--- src/rtl/seg_dac_pkg.sv ---
package seg_dac_pkg;

    // Default split of the sample word
    localparam int unsigned DATA_W_DEF = 16;
    localparam int unsigned SEG_W_DEF  = 6;

    // Number of unit lines for a unary field of width w
    function automatic int unsigned unit_count(input int unsigned w);
        return (1 << w) - 1;
    endfunction

endpackage

--- src/rtl/seg_dac_split.sv ---
module seg_dac_split #(
    parameter int unsigned DATA_W = seg_dac_pkg::DATA_W_DEF,
    parameter int unsigned SEG_W  = seg_dac_pkg::SEG_W_DEF,
    localparam int unsigned BIN_W = DATA_W - SEG_W
) (
    input  logic [DATA_W-1:0] code_i,
    output logic [SEG_W-1:0]  upper_o,
    output logic [BIN_W-1:0]  lower_o
);

    assign upper_o = code_i[DATA_W-1:BIN_W];
    assign lower_o = code_i[BIN_W-1:0];

endmodule

--- src/rtl/seg_dac_therm.sv ---
module seg_dac_therm #(
    parameter int unsigned SEG_W   = seg_dac_pkg::SEG_W_DEF,
    localparam int unsigned UNIT_N = (1 << SEG_W) - 1
) (
    input  logic [SEG_W-1:0]  upper_i,
    output logic [UNIT_N-1:0] unit_o
);

    // One magnitude comparison per unit line
    for (genvar gi = 0; gi < UNIT_N; gi++) begin : g_line
        assign unit_o[gi] = (upper_i > SEG_W'(gi));
    end

endmodule

--- src/rtl/seg_dac_decoder.sv ---
module seg_dac_decoder #(
    parameter int unsigned DATA_W = seg_dac_pkg::DATA_W_DEF,
    parameter int unsigned SEG_W  = seg_dac_pkg::SEG_W_DEF,
    localparam int unsigned BIN_W  = DATA_W - SEG_W,
    localparam int unsigned UNIT_N = (1 << SEG_W) - 1
) (
    input  logic              clk_i,
    input  logic              rst_ni,
    input  logic              smp_valid_i,
    input  logic [DATA_W-1:0] smp_code_i,
    output logic [UNIT_N-1:0] unit_sel_o,
    output logic [BIN_W-1:0]  bin_sel_o
);

    typedef struct packed {
        logic [UNIT_N-1:0] unit;
        logic [BIN_W-1:0]  bin;
    } sel_t;

    logic [SEG_W-1:0]  upper_w;
    logic [BIN_W-1:0]  lower_w;
    logic [UNIT_N-1:0] unit_w;

    sel_t sel_d, sel_q;

    seg_dac_split #(
        .DATA_W (DATA_W),
        .SEG_W  (SEG_W)
    ) i_split (
        .code_i  (smp_code_i),
        .upper_o (upper_w),
        .lower_o (lower_w)
    );

    seg_dac_therm #(
        .SEG_W (SEG_W)
    ) i_therm (
        .upper_i (upper_w),
        .unit_o  (unit_w)
    );

    always_comb begin
        sel_d = sel_q;
        if (smp_valid_i) begin
            sel_d.unit = unit_w;
            sel_d.bin  = lower_w;
        end
    end

    // Single register stage: all controls switch on the same edge
    always_ff @(posedge clk_i or negedge rst_ni) begin
        if (!rst_ni) begin
            sel_q <= '0;
        end else begin
            sel_q <= sel_d;
        end
    end

    assign unit_sel_o = sel_q.unit;
    assign bin_sel_o  = sel_q.bin;

endmodule

--- config.mk ---
export PLATFORM = sky130hd
export DESIGN_NAME = seg_dac_decoder
export DESIGN_NICKNAME = d
export VERILOG_FILES = /design/src/rtl/seg_dac_pkg.sv /design/src/rtl/seg_dac_split.sv /design/src/rtl/seg_dac_therm.sv /design/src/rtl/seg_dac_decoder.sv
export SDC_FILE = /design/constraint.sdc
export NUM_CORES = 1
export LEC_CHECK = 0
export ABC_CLOCK_PERIOD_IN_PS = 800
export BUFFER_PORTS_ARGS = -buffer_cell sky130_fd_sc_hd__buf_2
export CORE_MARGIN = 4
export CORE_UTILIZATION = 35
export CTS_CLUSTER_DIAMETER = 40
export CTS_CLUSTER_SIZE = 30
export DETAILED_ROUTE_END_ITERATION = 7
export MAX_ROUTING_LAYER = met4
export SLEW_MARGIN = 10
export SYNTH_ARGS = -nofsm -noshare
export SYNTH_HDL_FRONTEND = slang
export SYNTH_SLANG_ARGS = --single-unit
export TNS_END_PERCENT = 20
--- constraint.sdc ---
create_clock -name clk_i -period 0.8 [get_ports clk_i]
set_input_delay 0.12 -clock clk_i [delete_from_list [all_inputs] [get_ports clk_i]]
set_output_delay 0.12 -clock clk_i [all_outputs]
set_load 0.02 [all_outputs]
==> run summary, run 1 <==
post-synthesis average cell area: 10.1 um2
Slowest-stage cell, CP: dfrtp_1
die span in y: 102 um
post-synthesis cell area: 3090 um2
share of layout cells above drive strength 1: 40.4%
drt wl/cell: 15.4 um
vias in the first global route: 2672
critical path cell sequence: buf_6
RSZ-0062 raised after global routing: yes
fin cells: 553
run status: finished with violations
CP Max Fanout: 2
die area: 10400 um2
clk_lat worst skew: 0.34 ns
Hold WC Path Type: in2reg
CP bufs+invs: 1
Period minus WS final: 1.03 ns
# clock sinks: 73
fin nets: 459
area leader, netlist: dfrtp_1
relative slew slack: 76.2%
clock share of power: 35.0%
first drt pass iteration count: 4
Worst Tran Pin Value: 0.357 ns
CP endpoint kind: output port
Switching Share: 27.5%
LEAKAGE: 2.09 nW
fmax: 0.974 GHz
Ports: 92
dpl cells: 519
CORE AREA: 8640 um2
synth top area cells: dfrtp_1, nor2_1, a21oi_1, o22ai_1, inv_1
Crit Path Class: reg2out
failing checks: negative setup slack
# rows: 34
gr usage total: 17.8%
Min Hold Slack: 0.0173 ns
worst clock skew: 0 ns
Post-synth ARST share: 100%
clock root buffer: clkbuf_8
Final Max Slew Viols: 0
# port buffers: 91
Final setup viols: 75
final period utilization: 128%
n_diodes: 0
Max Cap Viol: 0
Yosys cell types: 35
Comb power frac: 20.3%
first-pass GRT wire length: 13.8 mm
Synth Warn #: 0
synthesized flop and latch total: 73
Critical Path AT: 0.91 ns
worst setup margin: -0.226 ns
routed wire length: 8.53 mm
Syn Inst Count: 307
sequential element share of the synthesized area: 59.1%
HPWL Detailed: 6.17 mm
width of the die: 102 um
Sequential Power Share: 44.7%
setup tns final: -14.57 ns
DRT iter0 DRCs: 149
pin count of the biggest net entering global routing: 30
GPL Wtd Cong: 0.795
Antenna Nets Post-Route: 0
family with the most delay on the worst path: flip-flops
worst slack at placement: -0.344 ns
VDD IR max: 0.875 mV
drc violations: 0
largest stage delay on the critical path: 0.42 ns
DR vias/cell: 4.77
EDFF count, synth: 0
Worst Setup Start Kind: flip-flop
syn_nets: 326
CTS max path bufs: 2
TritonCTS clock tree: done
initial antenna violation count: 0
Fillers: 808
initial core utilization: 35.8%
vias after detailed routing: 2638
Synth Flop Type: dfrtp_1
NetSw: 2.56 mW
TritonCTS Buffers: 9
Worst-path clk slew: 0.07 ns
Pwr Density: 2060 nW/um2
final hold vios: 0
Worst Path Required: 0.68 ns
P&R area growth vs syn: 46.1%
Cell Int Power: 6.75 mW
H-tree levels: 3
GR Overflow Total: 0
Yosys top cell area share: 59.1%
[registers in the layout, indices dropped and copies added, names as in the netlist]
register and count:
bin_sel_o 10, unit_sel_o 63
[worst reg2reg max path, delay by kind of cell (launching register included)]
kind,cells,cell delay [ns]
muxes,1,0.25
DFF,1,0.40
buffers and inverters,1,0.14
[metal layers]
layer / up-vias / wire (um) / GRT usage, %
met2: 60 / 4050 / 26.6
met3: 6 / 438 / 4.51
met4: 0 / 104 / 5.05
met5: - / 0 / -
met1: 1270 / 3950 / 24.1
li1: 1302 / - / -
[through the flow]
step / area [um2] / util, % / power [mW]
final: 4510 / 52.3 / 9.31
after CTS: 4370 / 50.6 / 9.29
after floorplan: 3120 / - / 5.13
after global placement: 3890 / 45.1 / 5.84
after global routing: 4510 / 52.3 / 9.72
after detailed placement: 3890 / 45.1 / 5.86
[layout by cell type, fill, tap and decap left out, types with 5 or more instances in the layout]
cell type,Yosys,final
clkbuf_8,0,11
dlygate4sd3_1,0,8
buf_2,10,56
a21oi_1,28,28
nor2_1,41,38
buf_12,0,5
dfrtp_1,73,73
nand2_1,11,11
a31oi_1,11,11
o21ai_0,19,12
buf_4,1,46
o22ai_1,20,20
mux2_2,10,10
buf_6,6,34
o21ai_1,0,6
inv_1,32,32
[final cells by class]
type	count	area (um2)	share of cell area [%]
Inverter	32	120	2.66
Multi-Input combinational cell	174	1010	22.3
Clock buffer	14	163	3.60
Clock inverter	2	60.1	1.33
Tap cell	108	135	2.99
Timing Repair Buffer	150	1200	26.6
Sequential cell	73	1830	40.5
[cell usage after synthesis, types with 6 or more instances]
cell type and n:
clkbuf_1 10, inv_1 32, nor2_1 41, buf_6 6
mux2_2 10, a31oi_1 11, dfrtp_1 73, o22ai_1 20
o21ai_0 19, buf_2 10, a21oi_1 28, nand2_1 11
[cells by family after synthesis]
kind of cell           synth area share (%)
and+or+nand+nor                        11.4
buffers and inverters                  9.40
muxes                                  3.65
AOI/OAI and AO/OA                      16.4
DFF                                    59.1
[power groups by stage]
stage | registers (mW) | clock network (mW) | logic [mW]
after CTS | 4.15 | 3.32 | 1.81
after detailed placement | 4.20 | 0 | 1.66
after global placement | 4.20 | 0 | 1.64
after floorplan | 4.57 | 0 | 0.565
final | 4.16 | 3.26 | 1.89
after global routing | 4.20 | 3.47 | 2.05
[path summary, 6_finish.rpt]
check | end | start | cells after the start | slack (ns)
max | unit_sel_o[8] | unit_sel_o[8] | 1 | -0.23
min | bin_sel_o[6] | smp_code_i[6] | 2 | 0.02
max reg2reg | bin_sel_o[1] | bin_sel_o[1] | 2 | -0.09
min reg2reg | unit_sel_o[26] | unit_sel_o[26] | 1 | 0.49
max in group asynchronous | unit_sel_o[15] | rst_ni | 3 | 0.18
min in group asynchronous | bin_sel_o[8] | rst_ni | 2 | 0.20
[repair_timing]
action / in CTS / in global routing
resized for setup: 40 / 40
pin swaps: 1 / 0
endpoints found under the setup margin: 73 / 83
hold endpoints to repair: 81 / 0
buffers inserted: 5 / 4
hold buffers: 9 / 0
No activity file was read; power rests on OpenSTA's default activity.
==> run 2, diff against run 1 <==
--- a/config.mk
+++ b/config.mk
@@ -12,7 +12,10 @@
 export CTS_CLUSTER_DIAMETER = 40
 export CTS_CLUSTER_SIZE = 30
 export DETAILED_ROUTE_END_ITERATION = 7
+export HOLD_SLACK_MARGIN = 0.12
 export MAX_ROUTING_LAYER = met4
+export PLACE_DENSITY = 0.56
+export SETUP_SLACK_MARGIN = 0.2
 export SLEW_MARGIN = 10
 export SYNTH_ARGS = -nofsm -noshare
 export SYNTH_HDL_FRONTEND = slang
==> run 2 against run 1 <==
Against the previous run:
- the flow finishes with violations (negative hold slack, negative setup slack)
- critical path depth is the same
- design area grew 3.0%
- global-route usage is 0.27 points lower
- first-iteration DRC count down 42%
- hold slack got worse by 0.38 ns
- sequential cell count is the same
- combinational power is 7% higher
- core utilization grew 1.6 points
- die area did not move
- sequential power about the same
- worst setup slack better by 0.00056 ns
==> run summary, run 2 (synthesis results as in run 1) <==
run status: finished with violations (unchanged)
failing checks: negative hold slack, negative setup slack (was negative setup slack)
LEAKAGE: 2.15 nW (was 2.09 nW)
max FFs per register: 63 (unchanged)
fin nets: 462 (was 459)
first-pass GRT wire length: 13.6 mm (was 13.8 mm)
Pwr Density: 1960 nW/um2 (was 2060 nW/um2)
CP endpoint kind: output port (unchanged)
drc violations: 0 (unchanged)
DRT iter0 DRCs: 87 (was 149)
GPL Wtd Cong: 0.823 (was 0.795)
dpl cells: 522 (was 519)
share of layout cells above drive strength 1: 46.3% (was 40.4%)
final period utilization: 128% (about the same)
Worst-path clk slew: 0.07 ns (about the same)
Ports: 92 (unchanged)
Final Max Slew Viols: 0 (unchanged)
Fillers: 774 (was 808)
clk_lat worst skew: 0.34 ns (about the same)
DR vias/cell: 4.86 (was 4.77)
Final setup viols: 75 (unchanged)
CTS max path bufs: 2 (unchanged)
# port buffers: 91 (unchanged)
commonest non-fill, non-tap cell in the layout: dfrtp_1 (unchanged)
Crit Path Class: reg2out (unchanged)
Worst Setup Start Kind: flip-flop (unchanged)
routed wire length: 8.52 mm (was 8.53 mm)
HPWL Detailed: 6.14 mm (was 6.17 mm)
total power: 9.11 mW (was 9.31 mW)
final hold vios: 73 (was 0)
vias after detailed routing: 2700 (was 2638)
routing usage on met1: 23.8% (was 24.1%)
# clock sinks: 73 (unchanged)
family with the most delay on the worst path: flip-flops (unchanged)
commonest non-fill, non-tap cells in the layout: dfrtp_1, buf_4, buf_6 (was dfrtp_1, buf_2, buf_4)
gr usage total: 17.5% (was 17.8%)
worst setup margin: -0.226 ns (about the same)
initial core utilization: 35.8% (unchanged)
relative slew slack: 76.7% (was 76.2%)
Period minus WS final: 1.03 ns (about the same)
die span in y: 102 um (unchanged)
CP bufs+invs: 1 (unchanged)
CORE AREA: 8640 um2 (unchanged)
P&R area growth vs syn: 50.5% (was 46.1%)
RSZ-0062 raised after global routing: yes (unchanged)
first drt pass iteration count: 4 (unchanged)
met2 usage in global routing: 26.2% (was 26.6%)
clock root buffer: clkbuf_8 (unchanged)
busiest grt layer: met2 (unchanged)
Antenna Nets Post-Route: 0 (unchanged)
H-tree levels: 3 (unchanged)
fmax: 0.975 GHz (was 0.974 GHz)
TritonCTS clock tree: done (unchanged)
fin cells: 555 (was 553)
worst slack at placement: -0.326 ns (was -0.344 ns)
Max Cap Viol: 0 (unchanged)
initial antenna violation count: 0 (unchanged)
Critical Path AT: 0.91 ns (about the same)
# rows: 34 (unchanged)
drt wl/cell: 15.3 um (was 15.4 um)
critical path cell sequence: buf_6 (unchanged)
VDD IR max: 0.823 mV (was 0.875 mV)
CP Max Fanout: 2 (unchanged)
TritonCTS Buffers: 9 (unchanged)
largest stage delay on the critical path: 0.42 ns (about the same)
Min Hold Slack: -0.358 ns (was 0.0173 ns)
Slowest-stage cell, CP: dfrtp_1 (unchanged)
met3 Usage GRT: 3.55% (was 4.51%)
n_diodes: 0 (unchanged)
GR Overflow Total: 0 (unchanged)
die area: 10400 um2 (unchanged)
worst clock skew: 0 ns (unchanged)
vias in the first global route: 2721 (was 2672)
Worst Tran Pin Value: 0.349 ns (was 0.357 ns)
Hold WC Path Type: in2async (was in2reg)
pin count of the biggest net entering global routing: 25 (was 30)
Worst Path Required: 0.68 ns (about the same)
width of the die: 102 um (unchanged)
run 2: cell count changes in the layout (fill, tap and decap cells not counted), moves of 8 or more:
cell	previous run	this run
buf_2	56	36
buf_4	46	59
buf_6	34	50
dlygate4sd3_1	8	0
inv_1	32	23
inv_2	0	9
run 2: repair_timing:
item / 4_1_cts / 5_1_grt
setup endpoints to repair: 146 / 146
gates resized for setup: 82 / 55
pin swaps: 40 / 33
buffers inserted: 4 / 14
hold endpoints to repair: 87 / 87
run 2: report_power, final:
| part | total [mW] | switching, mW | internal (mW) |
|---|---|---|---|
| clock | 2.90 | 1.32 | 1.59 |
| combinational | 2.03 | 1.07 | 0.963 |
| sequential | 4.18 | 0.202 | 3.98 |
run 2: worst paths after layout:
kind | from | endpoint | slack [ns] | cells after the start
setup / recovery | unit_sel_o[40] | unit_sel_o[40] | -0.23 | 1
hold / removal | rst_ni | bin_sel_o[2] | -0.36 | 1
setup reg to reg | bin_sel_o[7] | bin_sel_o[7] | -0.08 | 2
hold reg to reg | bin_sel_o[6] | bin_sel_o[6] | 0.50 | 1
max in group asynchronous | rst_ni | unit_sel_o[30] | 0.76 | 2
min in group clk_i | smp_code_i[1] | bin_sel_o[1] | 0 | 2
run 2: area by class of cell:
| type | count | area (um2) | share of cell area (%) |
|---|---|---|---|
| flip-flops and latches | 73 | 1830 | 39.3 |
| repair buffers | 153 | 1340 | 28.9 |
| multi-input cells | 174 | 1030 | 22.2 |
| clock buffers | 12 | 155 | 3.34 |
| well taps | 108 | 135 | 2.91 |
| inverters | 32 | 120 | 2.58 |
| clock inverters | 3 | 40.0 | 0.861 |
run 2: stage by stage:
step | setup TNS (ns) | cell area (um2) | util, %
floorplan | -5.47 | 3120 | -
global placement | -14.08 | 3930 | 45.5
detailed placement | -14.82 | 3930 | 45.5
CTS | -15.65 | 4370 | 50.7
global route | -16.91 | 4650 | 53.8
finish | -14.52 | 4650 | 53.8
run 2: layer usage:
| layer | vias up | part of all wire [%] | wire length [um] |
|---|---|---|---|
| li1 | 1310 | - | - |
| met1 | 1310 | 46 | 3950 |
| met2 | 70 | 47 | 4030 |
| met3 | 10 | 5.1 | 432 |
| met4 | 0 | 1.2 | 105 |
| met5 | - | 0 | 0 |
run 2: worst register-to-register path, stage by stage (launching register included):
cell and delay [ns]:
dfrtp_1 0.39, buf_4 0.13, mux2_2 0.25
